## src/rtl/sts_pkg.sv

```systemverilog
// Package: shared types and register addresses of the self-test scheduler.
// Assumes a one-bit register address space.
package sts_pkg;
    typedef enum logic [1:0] {
        ST_IDLE  = 2'd0,
        ST_TEST  = 2'd1,
        ST_ALIGN = 2'd2
    } sts_state_e;

    localparam logic ADDR_IVL  = 1'b0;
    localparam logic ADDR_STAT = 1'b1;
endpackage

```

## src/rtl/sts_ivl_regs.sv

```systemverilog
// Module: interval register and read-back multiplexer.
// Holds the programmable test interval and returns interval or status.
// Assumes writes are single-cycle strobes; busy arrives already registered.
module sts_ivl_regs
    import sts_pkg::*;
#(
    parameter int IVL_W  = 16,
    parameter int DATA_W = 16
) (
    input  logic              clk,
    input  logic              rst_n,
    input  logic              wr_en,
    input  logic              addr,
    input  logic [DATA_W-1:0] wdata,
    input  logic              busy,
    output logic [IVL_W-1:0]  ivl,
    output logic              ivl_wr,
    output logic [DATA_W-1:0] rdata
);
    localparam int PAD_W = DATA_W - 1;

    // Decode a write to the interval register.
    always_comb begin
        ivl_wr = wr_en && (addr == ADDR_IVL);
    end

    // Store the interval value.
    always_ff @(posedge clk) begin
        if (!rst_n) begin
            ivl <= '0;
        end else if (ivl_wr) begin
            ivl <= wdata[IVL_W-1:0];
        end
    end

    // Select the read-back word.
    always_comb begin
        if (addr == ADDR_STAT) begin
            rdata = {{PAD_W{1'b0}}, busy};
        end else begin
            rdata = '0;
            rdata[IVL_W-1:0] = ivl;
        end
    end
endmodule

```

## src/rtl/sts_tick_cnt.sv

```systemverilog
// Module: update-tick counter that flags when the next test falls due.
// Counts ticks only while run is high. Clears on an interval write and on due.
// A zero interval never produces due.
module sts_tick_cnt #(
    parameter int IVL_W = 16
) (
    input  logic             clk,
    input  logic             rst_n,
    input  logic [IVL_W-1:0] ivl,
    input  logic             ivl_wr,
    input  logic             tick,
    input  logic             run,
    output logic             due
);
    localparam int EXT_W = IVL_W + 1;

    logic [IVL_W-1:0] cnt;
    logic [EXT_W-1:0] cnt_nx;

    // Detect when this tick completes the programmed interval.
    always_comb begin
        cnt_nx = {1'b0, cnt} + EXT_W'(1);
        due    = run && tick && !ivl_wr && (ivl != '0) && (cnt_nx == {1'b0, ivl});
    end

    // Advance or clear the tick count.
    always_ff @(posedge clk) begin
        if (!rst_n) begin
            cnt <= '0;
        end else if (ivl_wr || due) begin
            cnt <= '0;
        end else if (run && tick) begin
            cnt <= cnt_nx[IVL_W-1:0];
        end
    end
endmodule

```

## src/rtl/sts_seq.sv

```systemverilog
// Module: test/alignment sequencer with a merged busy flag and update gating.
// Assumes test_done is a one-cycle strobe. An alignment lasts ALIGN_CYC cycles.
// Overlapping work is queued so that busy never drops between jobs.
module sts_seq
    import sts_pkg::*;
#(
    parameter int ALIGN_CYC = 4
) (
    input  logic clk,
    input  logic rst_n,
    input  logic due,
    input  logic align_req,
    input  logic test_done,
    output logic test_start,
    output logic busy,
    output logic upd_en,
    output logic in_test,
    output logic run,
    output logic pend_align_o
);
    localparam int ACW = (ALIGN_CYC < 2) ? 1 : $clog2(ALIGN_CYC);
    localparam logic [ACW-1:0] ALOAD = ACW'(ALIGN_CYC - 1);

    sts_state_e     state, state_n;
    logic [ACW-1:0] acnt, acnt_n;
    logic           pend_test, pend_test_n;
    logic           pend_align, pend_align_n;
    logic           start_n;

    // Work out the next state, the queue flags and the start pulse.
    always_comb begin
        state_n      = state;
        pend_test_n  = pend_test;
        pend_align_n = pend_align;
        start_n      = 1'b0;
        unique case (state)
            ST_IDLE: begin
                if (due) begin
                    state_n      = ST_TEST;
                    start_n      = 1'b1;
                    pend_align_n = align_req;
                end else if (align_req) begin
                    state_n = ST_ALIGN;
                end
            end
            ST_TEST: begin
                if (test_done) begin
                    pend_align_n = 1'b0;
                    state_n      = (pend_align || align_req) ? ST_ALIGN : ST_IDLE;
                end else if (align_req) begin
                    pend_align_n = 1'b1;
                end
            end
            ST_ALIGN: begin
                if (due) begin
                    pend_test_n = 1'b1;
                end
                if (acnt == '0) begin
                    if (pend_test || due) begin
                        state_n     = ST_TEST;
                        start_n     = 1'b1;
                        pend_test_n = 1'b0;
                    end else begin
                        state_n = ST_IDLE;
                    end
                end
            end
            default: state_n = ST_IDLE;
        endcase
    end

    // Load the alignment timer on entry and count it down while aligning.
    always_comb begin
        acnt_n = acnt;
        if (state_n == ST_ALIGN && state != ST_ALIGN) begin
            acnt_n = ALOAD;
        end else if (state == ST_ALIGN && acnt != '0) begin
            acnt_n = acnt - ACW'(1);
        end
    end

    // Register the state, timer, queue flags and outputs.
    always_ff @(posedge clk) begin
        if (!rst_n) begin
            state      <= ST_IDLE;
            acnt       <= '0;
            pend_test  <= 1'b0;
            pend_align <= 1'b0;
            test_start <= 1'b0;
            upd_en     <= 1'b1;
        end else begin
            state      <= state_n;
            acnt       <= acnt_n;
            pend_test  <= pend_test_n;
            pend_align <= pend_align_n;
            test_start <= start_n;
            upd_en     <= (state_n == ST_IDLE);
        end
    end

    // Derive the status views of the registered state.
    always_comb begin
        busy         = (state != ST_IDLE);
        in_test      = (state == ST_TEST);
        run          = !in_test && !pend_test;
        pend_align_o = pend_align;
    end
endmodule

```

## src/rtl/selftest_sched.sv

```systemverilog
// Module: top of the periodic self-test scheduler.
// Connects the interval register, the tick counter and the sequencer.
// Assumes every strobe input is synchronous to clk and one cycle long.
module selftest_sched #(
    parameter int IVL_W     = 16,
    parameter int DATA_W    = 16,
    parameter int ALIGN_CYC = 4
) (
    input  logic              clk,
    input  logic              rst_n,
    input  logic              reg_wr,
    input  logic              reg_addr,
    input  logic [DATA_W-1:0] reg_wdata,
    output logic [DATA_W-1:0] reg_rdata,
    input  logic              upd_tick,
    input  logic              align_req,
    input  logic              test_done,
    output logic              test_start,
    output logic              busy,
    output logic              upd_en
);
    logic [IVL_W-1:0] ivl_q;
    logic             ivl_wr;
    logic             due;
    logic             run;
    logic             in_test;
    logic             pend_align;

    sts_ivl_regs #(.IVL_W(IVL_W), .DATA_W(DATA_W)) u_regs (
        .clk    (clk),
        .rst_n  (rst_n),
        .wr_en  (reg_wr),
        .addr   (reg_addr),
        .wdata  (reg_wdata),
        .busy   (busy),
        .ivl    (ivl_q),
        .ivl_wr (ivl_wr),
        .rdata  (reg_rdata)
    );

    sts_tick_cnt #(.IVL_W(IVL_W)) u_cnt (
        .clk    (clk),
        .rst_n  (rst_n),
        .ivl    (ivl_q),
        .ivl_wr (ivl_wr),
        .tick   (upd_tick),
        .run    (run),
        .due    (due)
    );

    sts_seq #(.ALIGN_CYC(ALIGN_CYC)) u_seq (
        .clk          (clk),
        .rst_n        (rst_n),
        .due          (due),
        .align_req    (align_req),
        .test_done    (test_done),
        .test_start   (test_start),
        .busy         (busy),
        .upd_en       (upd_en),
        .in_test      (in_test),
        .run          (run),
        .pend_align_o (pend_align)
    );
endmodule

```

## config.mk

```make
export PLATFORM = sky130hd
export DESIGN_NAME = selftest_sched
export DESIGN_NICKNAME = d
export VERILOG_FILES = /design/src/rtl/sts_pkg.sv /design/src/rtl/sts_ivl_regs.sv /design/src/rtl/sts_tick_cnt.sv /design/src/rtl/sts_seq.sv /design/src/rtl/selftest_sched.sv
export SDC_FILE = /design/constraint.sdc
export NUM_CORES = 1
export LEC_CHECK = 0
export ABC_AREA = 1
export BUFFER_PORTS_ARGS = -buffer_cell sky130_fd_sc_hd__buf_2
export CORE_ASPECT_RATIO = 1.4
export CORE_MARGIN = 10
export CORE_UTILIZATION = 53
export CTS_CLUSTER_DIAMETER = 30
export CTS_CLUSTER_SIZE = 25
export DETAILED_ROUTE_END_ITERATION = 8
export GPL_TIMING_DRIVEN = 0
export PLACE_DENSITY = 0.72
export SLEW_MARGIN = 10
export SYNTH_ARGS = -nofsm -noshare
export SYNTH_HDL_FRONTEND = slang
export SYNTH_SLANG_ARGS = --single-unit
```

## constraint.sdc

```tcl
create_clock -name clk -period 3.8 [get_ports clk]
set_input_delay 0.19 -clock clk [delete_from_list [all_inputs] [get_ports clk]]
set_output_delay 0.19 -clock clk [all_outputs]
set_load 0.005 [all_outputs]
```

### After elaboration in Yosys (flattened, before gate mapping)

Index checks and enable logic that the tools add are counted.

* flip-flop bits (word level): 40
* bits of input ports: 23
* output and inout port bits: 19
* logic and storage cells: 64

* add/sub/neg operators: 2
* eq/ne operators: 7
* muxes and demuxes: 21
* bitwise logic cells: 2
* reductions and logical operators: 24

Operators by type and width (count)
* adder 16 x 1 -> 17 bit, second input constant: 1
* equality test 17 x 16 -> 1 bit: 1
* 2-to-1 mux 16 bit: 1
* nonzero test 16 bit: 1
* 2-to-1 mux 2 bit: 7
* 2-to-1 mux 1 bit: 10
* logical AND 1 bit: 8
* nonzero test 2 bit: 4
* logical NOT 2 bit: 3
* one-hot mux 2 bit (3 select lines): 1
* equality test 2 bit, second input constant: 2
* inequality test 2 bit, second input constant: 2
* one-hot mux 1 bit (2 select lines): 2
* logical NOT 1 bit: 3
* logical OR 1 bit: 3
* inequality test 3 bit, second input constant: 1
* AND reduction 3 bit: 1
* equality test 2 x 1 -> 1 bit, second input constant: 1
* NOT 1 bit: 2
* OR reduction 2 bit: 1
* subtractor 2 x 1 -> 2 bit, second input constant: 1

### Logic depth before layout (Yosys ltp)

* depth after elaboration: 14
* depth in mapped cells: 17
* depth with buffers taken out: 17

### Cells and area by module

From an unflattened synthesis, not the netlist that was laid out.

* cells, all modules: 462
* area total of the unflattened synthesis: 2778.9 µm²

By module, submodules not included
* sts_tick_cnt: times used 1, cells an instance 262, area each 1519.0 µm²
* sts_ivl_regs: times used 1, cells an instance 140, area each 865.8 µm²
* sts_seq: times used 1, cells an instance 60, area each 394.1 µm²

### Worst setup path before layout

Ideal clock, no wire load.

* kind: reg-to-reg
* start: reg u_cnt.cnt[0]
* end: reg u_cnt.cnt[10]
* library setup time: 0.138 ns
* data arrival time: 1.829 ns
* required time: 3.662 ns
* slack: 1.832 ns
* stages on the path, launching flop included: 16
* cells stage by stage: dfxtp_1 > ha_1 > nand2_2 > nor2_4 > nand2_4 > nor2_2 > nand2_1 > nand2_2 > nand2_1 > nand2_1 > nand2_2 > nor2_4 > nand3_4 > nand3_4 > buf_6 > a211oi_2

* cells in the longest elaborated chain, start to end: 5

RTL lines
* from (decl): line sts_tick_cnt.sv:17 `logic [IVL_W-1:0] cnt;`
* from (signal assigned): line sts_tick_cnt.sv:33 `cnt <= cnt_nx[IVL_W-1:0];`
* adder 16 x 1 -> 17 bit (*): line sts_tick_cnt.sv:22 `cnt_nx = {1'b0, cnt} + EXT_W'(1);`
* equality test 17 x 16 -> 1 bit: line sts_tick_cnt.sv:23 `due = run && tick && !ivl_wr && (ivl != '0) && (cnt_nx == {1'b0, ivl});`
* logical AND 1 bit: line sts_tick_cnt.sv:23
* logical OR 1 bit: line sts_tick_cnt.sv:30 `end else if (ivl_wr || due) begin`
* OR reduction 2 bit (no source line)

Every way passes the cells marked *; elsewhere a longest branch is shown, timed or not.
A chain may end at the register's enable or synchronous reset.

### Final worst setup path

* start: reg u_cnt.cnt[0]
* end: reg u_cnt.cnt[6]

The elaborated chain is that of the path after synthesis.

==> impl_metrics.csv <==
group,metric,value,unit
detailed_routing,postRouteAntennaNets,0,
clock_network,ctsRootBufferMaster,"clkbuf_8",
global_routing,grt_pass1_wl,11100,µm
sta,max_slew_margin,0.545,
sta,finalSetupViolCount,0,
detailed_routing,vias_per_cell,5.24,
detailed_routing,totalWireLength,6630,µm
floorplan,fp-row-count,29,
placement,io_buffers,40,
sta,hold_viol,0,
critical_path,crit_required,3960,ps
clock_network,htree_levels,2,
clock_network,postCtsHoldBufs,0,
yosys,synth_warnings,0,
yosys,yosys.area.top_type_share,0.322,
global_routing,gr-usage-all-layers,0.171,
layout,fillers,439,
yosys,synthTopCellsByArea,"dfxtp_1 (32%), nand2_1 (12%), inv_1 (8.0%)",
yosys,synth.most_common_cell,"nand2_1",
placement,placedCellCount,475,
placement,finalWeightedCongestion,0.922,
critical_path,end_kind,"flip-flop",
yosys,synth_edf_count,0,
power_and_ir_drop,powerDensity,355,nW/µm²
power_and_ir_drop,ir_worst_vdd,0.225,mV
yosys,ys.flop_type,"dfxtp_1",
layout,ff_latch_area,801,µm²
layout,nets,445,
job,max_cap_viol_count,0,
sta,fin_crit_sh,0.621,
critical_path,crit_fanout,10,
yosys,syn_inst,373,
yosys,async_reset_ff_frac,0,
floorplan,io_pins,42,
yosys,syn_area,2490,µm²
clock_network,clkTransAtPathRegs,80,ps
detailed_routing,remaining_drc_errors,0,
placement,dp_hpwl,5350,µm
yosys,synth-seq-cells,40,
yosys,syn_avg_cell_area,6.67,µm²
layout,instances_no_fill,483,
layout,utilization,0.637,
layout,area_growth,16.3,%
layout,diodes,0,
floorplan,initial_core_util,0.548,
sta,final.min_clock_period,2360,ps
yosys,synth_common_cells,"nand2_1 (81), inv_1 (53), nor2_1 (45)",
clock_network,post_cts_buffers,0,
sta,skew,8.64,ps
yosys,ys_seq_area_frac,0.322,
sta,worst_pin_slew,683,ps
yosys,synth.distinct_cells,32,
detailed_routing,drt-initial-drc-count,114,
critical_path,worstPathArrival,2520,ps
clock_network,cts.sinks,40,
yosys,synth_top_area_cell,"dfxtp_1",
floorplan,die-width,77.9,µm
detailed_routing,firstDrtPassIters,5,
floorplan,core,4540,µm²
sta,fmax,424,MHz
floorplan,die_height,101,µm
layout,drive_gt1_frac,0.192,
run_status,status,"finished clean",
global_routing,antenna_found_initial,0,
layout,multiInputGateArea,1430,µm²
sta,whs,177,ps
clock_network,cts-resized-gates,0,
detailed_routing,wl_per_cell,13.7,µm
detailed_routing,via_count,2532,
min_path,hp-class,"in2reg",
global_routing,grt_pass1_vias,2535,
critical_path,critPathKind,"reg2reg",
clock_network,clockBufferDepth,2,
power_and_ir_drop,p_leak,0.00136,µW
global_routing,grt-ovfl-total,0,
critical_path,setup.worst_path.start_class,"flip-flop",
floorplan,die-area,7870,µm²
sta,fin_tns_setup,0,ps
clock_network,cts_tree,"built",
global_routing,grt_max_degree,13,
clock_network,clk_latency,290,ps
clock_network,cts_buffers,5,
sta,rsz0062_at_grt,"no",
sta,drv_slew,0,
yosys,syn_nets,398,
final cells by class:
class / instances / area share
Clock inverter: 1 / 0.0104
Sequential cell: 40 / 0.277
Multi-Input combinational cell: 267 / 0.494
Tap cell: 62 / 0.0268
Buffer: 11 / 0.0177
Timing Repair Buffer: 40 / 0.0693
Clock buffer: 7 / 0.0333
Inverter: 55 / 0.0714
logic make-up after synthesis:
group	count (synthesis)	synth area share
DFF	40	0.322
adders and majority gates	2	0.0101
and+or+nand+nor	193	0.362
xor gates and xnor gates	4	0.0201
buffers and inverters	66	0.104
AOI/OAI and AO/OA	68	0.182
critical path, cell delays in order, from the launching register on:
cell and delay, ps:
dfxtp_1 430, ha_1 250, nand2_2 90, nor2_4 210, nand2_4 90, nor2_2 110, nand2_1 110, nand2_2 90
nand2_1 50, nand2_1 80, nand2_2 70, nor2_4 120, nand3_4 130, nand3_4 140, buf_6 190, a211oi_2 50
registers in the layout, summed over array words and instances, names as in the netlist:
signal              cells
u_regs.ivl             16
u_seq.test_start        1
u_seq.upd_en            1
u_seq.acnt              2
u_seq.state             2
u_cnt.cnt              16
u_seq.pend_align_o      1
u_seq.pend_test         1
per-layer routing:
| layer | global-route usage | up-vias | share of wire |
|---|---|---|---|
| met2 | 0.309 | 69 | 0.51 |
| met5 | 0 | - | 0 |
| li1 | - | 1323 | - |
| met1 | 0.184 | 1131 | 0.42 |
| met3 | 0.0455 | 9 | 0.054 |
| met4 | 0.0690 | 0 | 0.021 |
cells in the final DEF (no fill, tap or decap), types with 2 or more instances in the layout:
cell type,instances
nand2_2,5
inv_1,53
a211oi_2,9
buf_1,2
o21ai_0,21
dfxtp_1,40
ha_1,2
nand2_1,81
a21oi_1,25
nand3_1,36
nor2_1,45
nor2_4,5
nand3_4,2
nand4_1,14
nor2_2,2
clkbuf_1,6
xor2_1,3
a211oi_1,6
clkbuf_8,7
buf_2,42
inv_2,2
where the power goes:
group | internal [µW] | switching, µW | total [µW]
sequential | 444 | 19.9 | 464
clock | 232 | 151 | 382
combinational | 68.4 | 110 | 179
per-stage QoR:
| step | total power [µW] | setup slack, ps | area, µm² |
|---|---|---|---|
| 2_1_floorplan | 596 | 1830 | 2490 |
| 3_3_place_gp | 648 | 1510 | 2760 |
| 3_5_place_dp | 653 | 1480 | 2760 |
| 4_1_cts | 1030 | 1450 | 2890 |
| 5_1_grt | 1070 | 1300 | 2890 |
| 6_report | 1030 | 1440 | 2890 |
final timing paths:
check	start	to	slack [ps]	depth (start not counted)
setup reg to reg	u_cnt.cnt[0]	u_cnt.cnt[6]	1440	15
setup / recovery	u_cnt.cnt[0]	u_cnt.cnt[6]	1440	15
hold / removal	reg_wdata[1]	u_regs.ivl[1]	180	3
hold reg to reg	u_seq.pend_align_o	u_seq.pend_align_o	470	2
(Power assumes the default switching activity.)
